`src/rtl/alert_tx_pkg.sv`:
```
package alert_tx_pkg;
    localparam logic [1:0] SEL_ADDR   = 2'd0;
    localparam logic [1:0] SEL_DATA   = 2'd1;
    localparam logic [1:0] SEL_LEN    = 2'd2;
    localparam logic [1:0] SEL_STATUS = 2'd3;

    typedef enum logic [1:0] {
        ST_IDLE  = 2'd0,
        ST_SEND  = 2'd1,
        ST_CHECK = 2'd2
    } tx_state_t;
endpackage

```
`src/rtl/alert_crc32_byte.sv`:
```
module alert_crc32_byte #(
    parameter logic [31:0] POLY_REFL = 32'hEDB88320
) (
    input  logic [31:0] crc_in,
    input  logic [7:0]  byte_in,
    output logic [31:0] crc_out
);
    always_comb begin
        crc_out = crc_in ^ {24'd0, byte_in};
        for (int b = 0; b < 8; b++) begin
            crc_out = crc_out[0] ? ((crc_out >> 1) ^ POLY_REFL) : (crc_out >> 1);
        end
    end
endmodule

```
`src/rtl/alert_msg_mem.sv`:
```
module alert_msg_mem #(
    parameter int DEPTH = 128,
    parameter int WIDTH = 8,
    localparam int AW = $clog2(DEPTH)
) (
    input  logic             clk,
    input  logic             we,
    input  logic [AW-1:0]    waddr,
    input  logic [WIDTH-1:0] wdata,
    input  logic [AW-1:0]    raddr,
    output logic [WIDTH-1:0] rdata
);
    logic [WIDTH-1:0] cells [DEPTH];

    always_ff @(posedge clk) begin
        if (we) begin
            cells[waddr] <= wdata;
        end
    end

    assign rdata = cells[raddr];
endmodule

```
`src/rtl/alert_tx_buffer.sv`:
```
module alert_tx_buffer
    import alert_tx_pkg::*;
#(
    parameter int MEM_DEPTH  = 128,
    parameter int SLOT_BYTES = 64
) (
    input  logic       clk,
    input  logic       rst_n,
    input  logic [1:0] reg_sel,
    input  logic       reg_wr,
    input  logic [7:0] reg_wdata,
    output logic [7:0] reg_rdata,
    output logic [7:0] tx_data,
    output logic       tx_valid,
    output logic       tx_last,
    input  logic       tx_ready,
    input  logic       mac_col
);
    localparam int         AW       = $clog2(MEM_DEPTH);
    localparam logic [7:0] DEPTH8   = 8'(MEM_DEPTH);
    localparam logic [7:0] SLOT8    = 8'(SLOT_BYTES);

    tx_state_t   state_q, state_d;
    logic [7:0]  wr_addr_q;
    logic [7:0]  len_q;
    logic [7:0]  len_run_q;
    logic [7:0]  rd_ptr_q;
    logic [1:0]  fcs_idx_q;
    logic [7:0]  sent_cnt_q;
    logic [31:0] crc_q;
    logic [31:0] crc_next;
    logic        start_q;
    logic        lcol_q;
    logic [7:0]  mem_rdata;
    logic [7:0]  len_eff;
    logic [31:0] fcs;
    logic        hs;
    logic        go_wr;
    logic        mem_we;
    logic        go_empty, go_send, data_end, frame_end;

    assign len_eff  = (len_q > DEPTH8) ? DEPTH8 : len_q;
    assign hs       = tx_valid && tx_ready;
    assign go_wr    = reg_wr && (reg_sel == SEL_STATUS) && reg_wdata[7] && !start_q;
    assign mem_we   = reg_wr && (reg_sel == SEL_DATA) && !start_q && (wr_addr_q < DEPTH8);
    assign fcs      = ~crc_q;
    assign go_empty = (state_q == ST_IDLE) && start_q && (len_eff == 8'd0);
    assign go_send  = (state_q == ST_IDLE) && start_q && (len_eff != 8'd0);
    assign data_end = (state_q == ST_SEND) && hs && (rd_ptr_q == len_run_q - 8'd1);
    assign frame_end = (state_q == ST_CHECK) && hs && (fcs_idx_q == 2'd3);

    alert_msg_mem #(.DEPTH(MEM_DEPTH), .WIDTH(8)) mem_i (
        .clk   (clk),
        .we    (mem_we),
        .waddr (wr_addr_q[AW-1:0]),
        .wdata (reg_wdata),
        .raddr (rd_ptr_q[AW-1:0]),
        .rdata (mem_rdata)
    );

    alert_crc32_byte crc_i (
        .crc_in  (crc_q),
        .byte_in (mem_rdata),
        .crc_out (crc_next)
    );

    // state register
    always_ff @(posedge clk or negedge rst_n) begin
        if (!rst_n) begin
            state_q <= ST_IDLE;
        end else begin
            state_q <= state_d;
        end
    end

    // transitions
    always_comb begin
        state_d = state_q;
        unique case (state_q)
            ST_IDLE:  if (go_send)   state_d = ST_SEND;
            ST_SEND:  if (data_end)  state_d = ST_CHECK;
            ST_CHECK: if (frame_end) state_d = ST_IDLE;
            default:                 state_d = ST_IDLE;
        endcase
    end

    // outputs
    always_comb begin
        tx_valid = 1'b0;
        tx_last  = 1'b0;
        tx_data  = 8'd0;
        unique case (state_q)
            ST_IDLE: ;
            ST_SEND: begin
                tx_valid = 1'b1;
                tx_data  = mem_rdata;
            end
            ST_CHECK: begin
                tx_valid = 1'b1;
                tx_data  = fcs[8*fcs_idx_q +: 8];
                tx_last  = (fcs_idx_q == 2'd3);
            end
            default: ;
        endcase
    end

    // host registers and frame datapath
    always_ff @(posedge clk or negedge rst_n) begin
        if (!rst_n) begin
            wr_addr_q  <= 8'd0;
            len_q      <= 8'd0;
            len_run_q  <= 8'd0;
            rd_ptr_q   <= 8'd0;
            fcs_idx_q  <= 2'd0;
            sent_cnt_q <= 8'd0;
            crc_q      <= 32'hFFFF_FFFF;
            start_q    <= 1'b0;
            lcol_q     <= 1'b0;
        end else begin
            if (reg_wr && !start_q) begin
                unique case (reg_sel)
                    SEL_ADDR:   wr_addr_q <= reg_wdata;
                    SEL_DATA:   wr_addr_q <= wr_addr_q + 8'd1;
                    SEL_LEN:    len_q     <= reg_wdata;
                    SEL_STATUS: ;
                    default:    ;
                endcase
            end else if (reg_wr && reg_sel == SEL_LEN) begin
                len_q <= reg_wdata;
            end
            if (go_wr) begin
                start_q   <= 1'b1;
                wr_addr_q <= 8'd0;
                lcol_q    <= 1'b0;
            end
            if (go_empty || frame_end) begin
                start_q <= 1'b0;
            end
            if (go_send) begin
                len_run_q  <= len_eff;
                rd_ptr_q   <= 8'd0;
                fcs_idx_q  <= 2'd0;
                sent_cnt_q <= 8'd0;
                crc_q      <= 32'hFFFF_FFFF;
            end
            if (hs) begin
                sent_cnt_q <= sent_cnt_q + 8'd1;
                if (state_q == ST_SEND) begin
                    crc_q    <= crc_next;
                    rd_ptr_q <= rd_ptr_q + 8'd1;
                end else begin
                    fcs_idx_q <= fcs_idx_q + 2'd1;
                end
            end
            if (mac_col && state_q != ST_IDLE && sent_cnt_q >= SLOT8) begin
                lcol_q <= 1'b1;
            end
        end
    end

    always_comb begin
        unique case (reg_sel)
            SEL_ADDR:   reg_rdata = wr_addr_q;
            SEL_DATA:   reg_rdata = 8'd0;
            SEL_LEN:    reg_rdata = len_q;
            SEL_STATUS: reg_rdata = {start_q, 3'b000, lcol_q, 3'b000};
            default:    reg_rdata = 8'd0;
        endcase
    end
endmodule

```
`config.mk`:
```
export PLATFORM = sky130hd
export DESIGN_NAME = alert_tx_buffer
export DESIGN_NICKNAME = d
export VERILOG_FILES = /design/src/rtl/alert_tx_pkg.sv /design/src/rtl/alert_crc32_byte.sv /design/src/rtl/alert_msg_mem.sv /design/src/rtl/alert_tx_buffer.sv
export SDC_FILE = /design/constraint.sdc
export NUM_CORES = 1
export LEC_CHECK = 0
export BUFFER_PORTS_ARGS = -buffer_cell sky130_fd_sc_hd__clkbuf_2
export CAP_MARGIN = 20
export CORE_MARGIN = 1
export CORE_UTILIZATION = 60
export DETAILED_ROUTE_END_ITERATION = 6
export PLACE_DENSITY = 0.74
export SYNTH_ARGS = -nofsm -noshare
export SYNTH_HDL_FRONTEND = slang
export SYNTH_SLANG_ARGS = --single-unit
```
`constraint.sdc`:
```
create_clock -name clk -period 6.75 [get_ports clk]
set_input_delay 1.35 -clock clk [delete_from_list [all_inputs] [get_ports clk]]
set_output_delay 1.35 -clock clk [all_outputs]
set_load 0.01 [all_outputs]
```
-- Word level (Yosys, flattened, before mapping)
Memory sizes are Yosys's and may differ from the RTL's.
Cells that the tools add are included.
- RAM bits: 1024
- register bits: 78
- input port bits: 15
- memories: 1
- output and inout bits: 18
- word-level logic and storage cells: 116
- $lt $le $gt $ge: 3
- bitwise operators: 10
- shifts and indexed selects: 1
- multiplexer cells: 40
- equal/unequal tests: 11
- add/sub/neg operators: 5
- reductions and logical operators: 35
- memory list (name ; depth ; bits a word ; read ports ; clocked after Yosys merged registers in ; wr ports ; line ; source):
    mem_i.cells ; 128 ; 8 ; 1 ; 0 ; 1 ; alert_msg_mem.sv:13 ; logic [WIDTH-1:0] cells [DEPTH];
- operator list (operator ; count):
    $mux W32 ; 11
    $not A13 Y14 ; 8
    $mux W8 ; 11
    $not A32 Y32 ; 1
    $pmux W8 S2 ; 2
    $pmux W8 S4 ; 1
    $shiftx A32 B6 Y8 ; 1
    $xor A32 B8 Y32 ; 1
    $add A8 B1 Y8 const B ; 3
    $logic_and A1 B1 Y1 ; 18
    $mux W2 ; 6
    $reduce_bool A2 Y1 ; 6
    $eq A2 B2 Y1 const B ; 4
    $eq A8 B8 Y1 ; 1
    $ge A8 B7 Y1 const B ; 1
    $gt A8 B8 Y1 const B ; 1
    $logic_not A8 Y1 ; 1
    $lt A8 B8 Y1 const B ; 1
    $mux W1 ; 8
    $reduce_bool A8 Y1 ; 1
    $sub A8 B1 Y8 const B ; 1
    $ne A2 B2 Y1 const B ; 3
    $pmux W2 S3 ; 1
    $eq A2 B1 Y1 const B ; 2
    other kinds (9) ; 11

-- Depth between registers and ports, before layout
Gate-level depths: netlist of run 1.
An unclocked memory read counts as a cell.
- word-level depth: 20
- depth in mapped cells: 16
- depth with buffers taken out: 11

-- Hierarchy
From an unflattened synthesis of run 1, not the netlist that was laid out.
- cells, all modules: 2177
- area total of the unflattened synthesis: 44742.9 um^2
- modules (own cells, without submodules) (module ; area each (um^2) ; seq. area each (um^2) ; cells an instance ; times used):
    alert_msg_mem ; 39505.4 ; 30749.5 ; 1627 ; 1
    alert_tx_buffer ; 4371.7 ; 1991.9 ; 481 ; 1
    alert_crc32_byte ; 865.8 ; 0.0 ; 69 ; 1

-- Worst setup path after synthesis of run 1
No wires, ideal clock.
- path type: register to output
- start: register rd_ptr_q[1]
- end: output tx_data[2]
- required time: 5.400 ns
- cell stages (with the launch flop): 12
- slack: 2.741 ns
- arrival: 2.659 ns
- buffers on the path: 5
- cells stage by stage: dfrtp_1 buf_2 buf_6 buf_2 clkbuf_1 buf_2 mux4_2 a22oi_1 a21oi_1 o32ai_2 o22ai_1 and2_1
- cells in the longest elaborated chain, start to end: 2
- ends and longest elaborated chain (element ; line ; source):
    start: declaration ; alert_tx_buffer.sv:27 ; logic [7:0] rd_ptr_q;
    start signal: assignment ; alert_tx_buffer.sv:150 ; rd_ptr_q <= rd_ptr_q + 8'd1;
    $mem_v2 Z128 W8 ; n/a ;
    $pmux W8 S2 ; alert_tx_buffer.sv:92 ; unique case (state_q)
    end: declaration ; alert_tx_buffer.sv:13 ; output logic [7:0] tx_data,
No other way between the ends.

-- Worst setup path after layout of run 1
- start: register rd_ptr_q[2]
- end: output tx_data[7]
Same word-level chain as after synthesis.

==> results of run 1 <==
## power groups by stage
stage / clock network (mW) / logic [mW] / registers [mW]
floorplan: 0 / 3.83 / 7.94
global placement: 0 / 4.90 / 8.07
detailed placement: 0 / 5.02 / 8.08
CTS: 6.02 / 5.05 / 7.94
global route: 6.29 / 5.36 / 7.96
finish: 5.99 / 5.08 / 7.95
## kinds of logic after synthesis
| logic type | share of synthesized area, % |
|---|---|
| AO/OA/AOI/OAI | 5.04 |
| multiplexers | 14.2 |
| AND/OR/NAND/NOR | 3.78 |
| XOR/XNOR | 2.36 |
| flip-flops | 72.3 |
| buffers and inverters | 2.11 |
| adder cells (fa/ha/maj) | 0.221 |
## cell type report
class | instances | area share [%]
Clock inverter | 65 | 1.41
Inverter | 16 | 0.120
Timing Repair Buffer | 88 | 1.41
Clock buffer | 130 | 5.63
Multi-Input combinational cell | 1209 | 23.3
Sequential cell | 1102 | 65.7
Tap cell | 969 | 2.43
## metrics by stage
| stage | utilization, % | setup WS, ps | instances | hold slack [ps] |
|---|---|---|---|---|
| final | 66.9 | 520 | 3579 | 501 |
| after global routing | 66.9 | 399 | 3579 | 491 |
| after CTS | 66.8 | 587 | 3578 | 510 |
| after detailed placement | 62.1 | 1400 | 3383 | 498 |
| after global placement | 62.1 | 988 | 3380 | 477 |
| after floorplan | - | 2740 | 2468 | 433 |
## how the worst max path moves through the flow
| stage | slack, ps | end | from | cells after the start |
|---|---|---|---|---|
| 5_1_grt | 400 | tx_data[7] | rd_ptr_q[1] | 10 |
| 4_1_cts | 590 | tx_data[7] | rd_ptr_q[1] | 10 |
| 3_5_place_dp | 1400 | tx_data[7] | rd_ptr_q[1] | 10 |
| 3_3_place_gp | 990 | tx_data[2] | rd_ptr_q[1] | 9 |
| 6_report | 520 | tx_data[7] | rd_ptr_q[2] | 9 |
| 2_1_floorplan | 2740 | tx_data[2] | rd_ptr_q[1] | 11 |
## cells in the mapped netlist (6+ instances only)
master | number | area share (%)
nand2_1 | 95 | 0.79
and3_1 | 8 | 0.11
mux2_2 | 27 | 0.67
xnor2_1 | 25 | 0.48
ha_1 | 8 | 0.22
clkbuf_1 | 59 | 0.49
buf_4 | 11 | 0.18
a31oi_1 | 18 | 0.25
a22o_1 | 10 | 0.19
nor2_1 | 182 | 1.5
nor4_1 | 6 | 0.083
mux4_2 | 176 | 8.8
a211oi_1 | 6 | 0.099
nand4_1 | 9 | 0.12
xor2_1 | 19 | 0.37
o21ai_0 | 78 | 0.86
dfrtp_1 | 46 | 2.5
buf_2 | 21 | 0.23
xnor3_1 | 15 | 0.75
edfxtp_1 | 1024 | 68
dfstp_2 | 32 | 1.9
mux4_1 | 8 | 0.46
a22oi_1 | 40 | 0.66
buf_1 | 13 | 0.11
nor3_1 | 22 | 0.24
and2_1 | 12 | 0.17
inv_1 | 15 | 0.12
a21oi_1 | 73 | 0.81
nand3_1 | 23 | 0.25
nor2b_1 | 9 | 0.12
mux2i_1 | 193 | 4.3
nand3b_1 | 12 | 0.20
o22ai_1 | 10 | 0.14
o221ai_1 | 26 | 0.50
buf_6 | 33 | 0.82
o211ai_1 | 6 | 0.099
a221oi_1 | 24 | 0.46
## sequential cells by signal (all words and copies together) (netlist names)
name         flops
mem_i.cells   1024
start_q          1
len_q            8
rd_ptr_q         8
wr_addr_q        8
crc_q           32
fcs_idx_q        2
sent_cnt_q       8
lcol_q           1
state_q          2
len_run_q        8
## layer usage
metal	global-route usage [%]	wire (µm)	vias to the layer above	share of wire (%)
met3	7.02	12700	296	11
met5	0.313	23	-	0.021
met4	11.3	4570	4	4.1
li1	-	-	10067	-
met2	45.6	52300	1514	47
met1	41.4	42000	12527	38
==> metrics.txt, run 1 <==
commonest non-fill, non-tap cells in the layout edfxtp_1 (1024), mux2i_1 (193), nor2_1 (180); total number of vias 24408; Logic pwr share 26.7%; Worst Path Buf+Inv 1; CTS buffer count 108; skew final 49.2 ps; crit share post-route 92.3%; area of the multi-input gates 11600 µm²; Worst VDD drop 0.336 mV; Die X 277 µm; kind of critical path reg -> out; cells after synthesis 2468; core area 74600 µm²; DIE HEIGHT 277 µm; netlist area before placement 45300 µm²; crit path time final 6230 ps; Clock power frac 31.5%; drt pass-1 iters 7; CP Launch Type flip-flop; Initial Utilization 60.7%; Reg clk slew, reported paths 60 ps; fin area 49900 µm²; Filler Cells Inserted 4727; Int Pwr 13.6 mW; layout cells sized above 1 19.7%; slowest CP cell a221oi_1; post-CTS setup buffers 0; IO Pins 33; initial drt markers 3372; Hold/Removal Path Class in -> async; CP Cell Sequence nand3_1 -> o221ai_1 -> a21oi_1 -> a221oi_1 -> o32a_1 -> nand2_1 -> o21ai_0 -> and2_1 -> clkbuf_2; largest fanout on the critical path 26; Clock Latency Late Sink 700 ps; Post-synth EDFFs 1024; Seq/Total Area, Yosys 72.3%; vias per inst 6.82; Top FF cell, synth edfxtp_1; Async S/R FF share, synth 7.08%; yosys warns 0; Peak Freq 161 MHz; H-tree depth 3; number of diodes 0; die area 76500 µm²; Sw Pwr 5.41 mW; first-pass GRT wire length 165000 µm; register cell area after layout 32800 µm²; Routed WL 112000 µm; Net Sw Frac 28.4%; Max Cap Viol 0; DRC violations left 1; reg2reg setup slack 1470 ps; initial antenna violation count 2; CP required 5400 ps; failing checks DRC; Seq cells post-synth 1102; Root Driver clkbuf_16; clk buf depth 3; Slew @ Worst Pin 1220 ps; gr usage total 29.5%; vias in the first global route 24435; Remaining Overflow, GRT 0; RSZ-0062 raised after global routing no; total power 19.0 mW; Layout Nets 2548; Final setup viols 0; largest net degree at the start of global routing 103; Sequential Power Share 41.8%; Antenna Violating Nets Remaining 0; placed wire-length estimate 67500 µm; crit-path max cell delay 950 ps; CTS tree yes; post-synth cell types 73; Setup TNS 0 ps; PostCTS Resize Cnt 0; gpl congestion 0.926; syn_area_per_cell 18.3 µm²; Final Hold Viols 0; Cell Rows 100; worst reg2reg path depth 9; status complete, but fails checks; RR Endpoint crc_q[18]; Max-Slew Margin vs Limit 18.3%; post-synthesis net count 2491; worst path arrival time 4880 ps; Pleak 16.4 nW; WL/cell 31.2 µm; Slew Limit Fails 0; clk sinks 1102; Worst path top cell family by delay compound AO/OA/AOI/OAI gates; crit end category output port; hold bufs inserted after CTS 0; reg2reg start rd_ptr_q[3]; most common cell after layout, fill and taps aside edfxtp_1; port buffer count 32; area grow syn2layout 10.1%; Post-DP Area 46300 µm²; Power Dens Cells 382 nW/µm²
Power figures use the tool's default switching activity.
==> run 2, diff against run 1 <==
Settings changed: ABC_AREA from default to 0, CORE_UTILIZATION 60 to 68, PLACE_DENSITY 0.74 to 0.83.
==> run 2 against run 1 <==
  * The run still ends with DRC left
  * Routed wire length rose by 3.8%
  * Worst hold slack is essentially flat
  * Largest power group unchanged
  * Largest cell class unchanged
  * Combinational power rose by 0.8%
  * Global-route usage rose by 5.4 points
  * Highest routed layer unchanged
  * Critical endpoint is now tx_data[0]
==> metrics.txt, run 2 (synthesis gave the netlist of run 1 again) <==
Int Pwr 13.5 mW; total power 18.9 mW; vias per inst 7.35; Slew @ Worst Pin 1130 ps; Initial Utilization 68.7%; layout cells sized above 1 19.7%; Filler Cells Inserted 3387; Max-Slew Margin vs Limit 24.4%; Slew Limit Fails 0; die area 67600 µm²; skew final 28.9 ps; Sequential Power Share 42.0%; Logic pwr share 27.0%; CTS tree yes; largest net degree at the start of global routing 106; Pleak 16.3 nW; Die X 260 µm; IO Pins 33; hold bufs inserted after CTS 0; Final Hold Viols 0; reg2reg start rd_ptr_q[1]; crit end category output port; clk buf depth 3; gpl congestion 0.941; Clock power frac 31.0%; Remaining Overflow, GRT 0; total number of vias 25511; Final setup viols 0; Largest register FFs 1024; largest registers mem_i.cells (1024), crc_q (32); worst path arrival time 4770 ps; core area 65900 µm²; Reg clk slew, reported paths 60 ps; Net Sw Frac 28.8%; PostCTS Resize Cnt 0; worst reg2reg path depth 9; DRC violations left 26; largest fanout on the critical path 51; Antenna Violating Nets Remaining 0; crit-path max cell delay 960 ps; initial antenna violation count 2; Clock Latency Late Sink 680 ps; DIE HEIGHT 260 µm; Sw Pwr 5.45 mW; Root Driver clkbuf_16; Max Cap Viol 0; clk sinks 1102; initial drt markers 4020; Routed WL 116000 µm; fin area 49600 µm²; crit path time final 6120 ps; status complete, but fails checks; Cell Rows 94; drt pass-1 iters 7; Layout Nets 2543; failing checks DRC; Peak Freq 163 MHz; slowest CP cell dfrtp_4; port buffer count 32; CP Cell Sequence nand3b_1 -> o221ai_1 -> a21oi_1 -> a221oi_1 -> o32a_1 -> nand2_1 -> o21ai_0 -> and2_1 -> clkbuf_2; crit share post-route 90.6%; most common cell after layout, fill and taps aside edfxtp_1; kind of critical path reg -> out; first-pass GRT wire length 168000 µm; CP required 5400 ps; Power Dens Cells 381 nW/µm²; vias in the first global route 24993; RSZ-0062 raised after global routing no; post-CTS setup buffers 0; hold path depth 1; Post-DP Area 46200 µm²; H-tree depth 3; Worst VDD drop 0.401 mV; gr usage total 34.9%; Hold/Removal Path Class reg -> reg; CTS buffer count 103; reg2reg setup slack 1630 ps; largest register by flop count mem_i.cells; placed wire-length estimate 68000 µm; hold worst-path end sent_cnt_q[3]; Setup TNS 0 ps; CP Launch Type flip-flop; area grow syn2layout 9.63%; commonest non-fill, non-tap cells in the layout edfxtp_1 (1024), mux2i_1 (193), nor2_1 (181); WL/cell 33.4 µm; RR Endpoint crc_q[25]; HP Start sent_cnt_q[3]
run 2: power by group through the flow:
stage / combinational [mW] / clock, mW / sequential, mW
after floorplan: 3.83 / 0 / 7.94
after global placement: 4.83 / 0 / 8.07
after detailed placement: 4.95 / 0 / 8.09
after CTS: 5.02 / 5.86 / 7.94
after global routing: 5.32 / 6.11 / 7.96
final: 5.12 / 5.86 / 7.95
run 2: how the worst max path moves through the flow:
stage,startpoint,to,cells past startpoint
after floorplan,rd_ptr_q[1],tx_data[2],11
after global placement,rd_ptr_q[2],tx_data[2],9
after detailed placement,rd_ptr_q[2],tx_data[2],9
after CTS,rd_ptr_q[2],tx_data[2],9
after global routing,rd_ptr_q[1],tx_data[0],9
final,rd_ptr_q[1],tx_data[0],9
run 2: area by class of cell:
| class | count | area [µm²] | share of cell area (%) |
|---|---|---|---|
| clock buffers | 119 | 2660 | 5.36 |
| multi-input cells | 1209 | 11600 | 23.4 |
| diodes | 1 | 2.50 | 0.00504 |
| clock inverters | 73 | 729 | 1.47 |
| repair buffers | 88 | 736 | 1.48 |
| flip-flops and latches | 1102 | 32800 | 66.0 |
| well taps | 864 | 1080 | 2.18 |
| inverters | 16 | 60.1 | 0.121 |
run 2: metal layers:
metal  GRT usage, %  vias to the layer above  routed length, µm
met5              0                        -                 15
met4           17.8                        2               7110
met3           8.47                      485              14900
met2           53.5                     2161              53600
met1           47.5                    12808              40400
li1               -                    10055                  -
run 2: stage by stage:
step / util, % / hold slack, ps / setup WS (ps) / std cells
CTS: 75.2 / 504 / 586 / 3468
floorplan: - / 433 / 2740 / 2468
global route: 75.3 / 535 / 550 / 3471
global placement: 70.1 / 478 / 1370 / 3276
finish: 75.3 / 501 / 632 / 3472
detailed placement: 70.1 / 483 / 1280 / 3276
run 2: worst max-delay path: cells and delay by family, from the launching register on:
family | cells | cell delay [ps]
AOI/OAI and AO/OA | 5 | 2010
and+or+nand+nor | 3 | 980
DFF | 1 | 960
buffers and inverters | 1 | 130
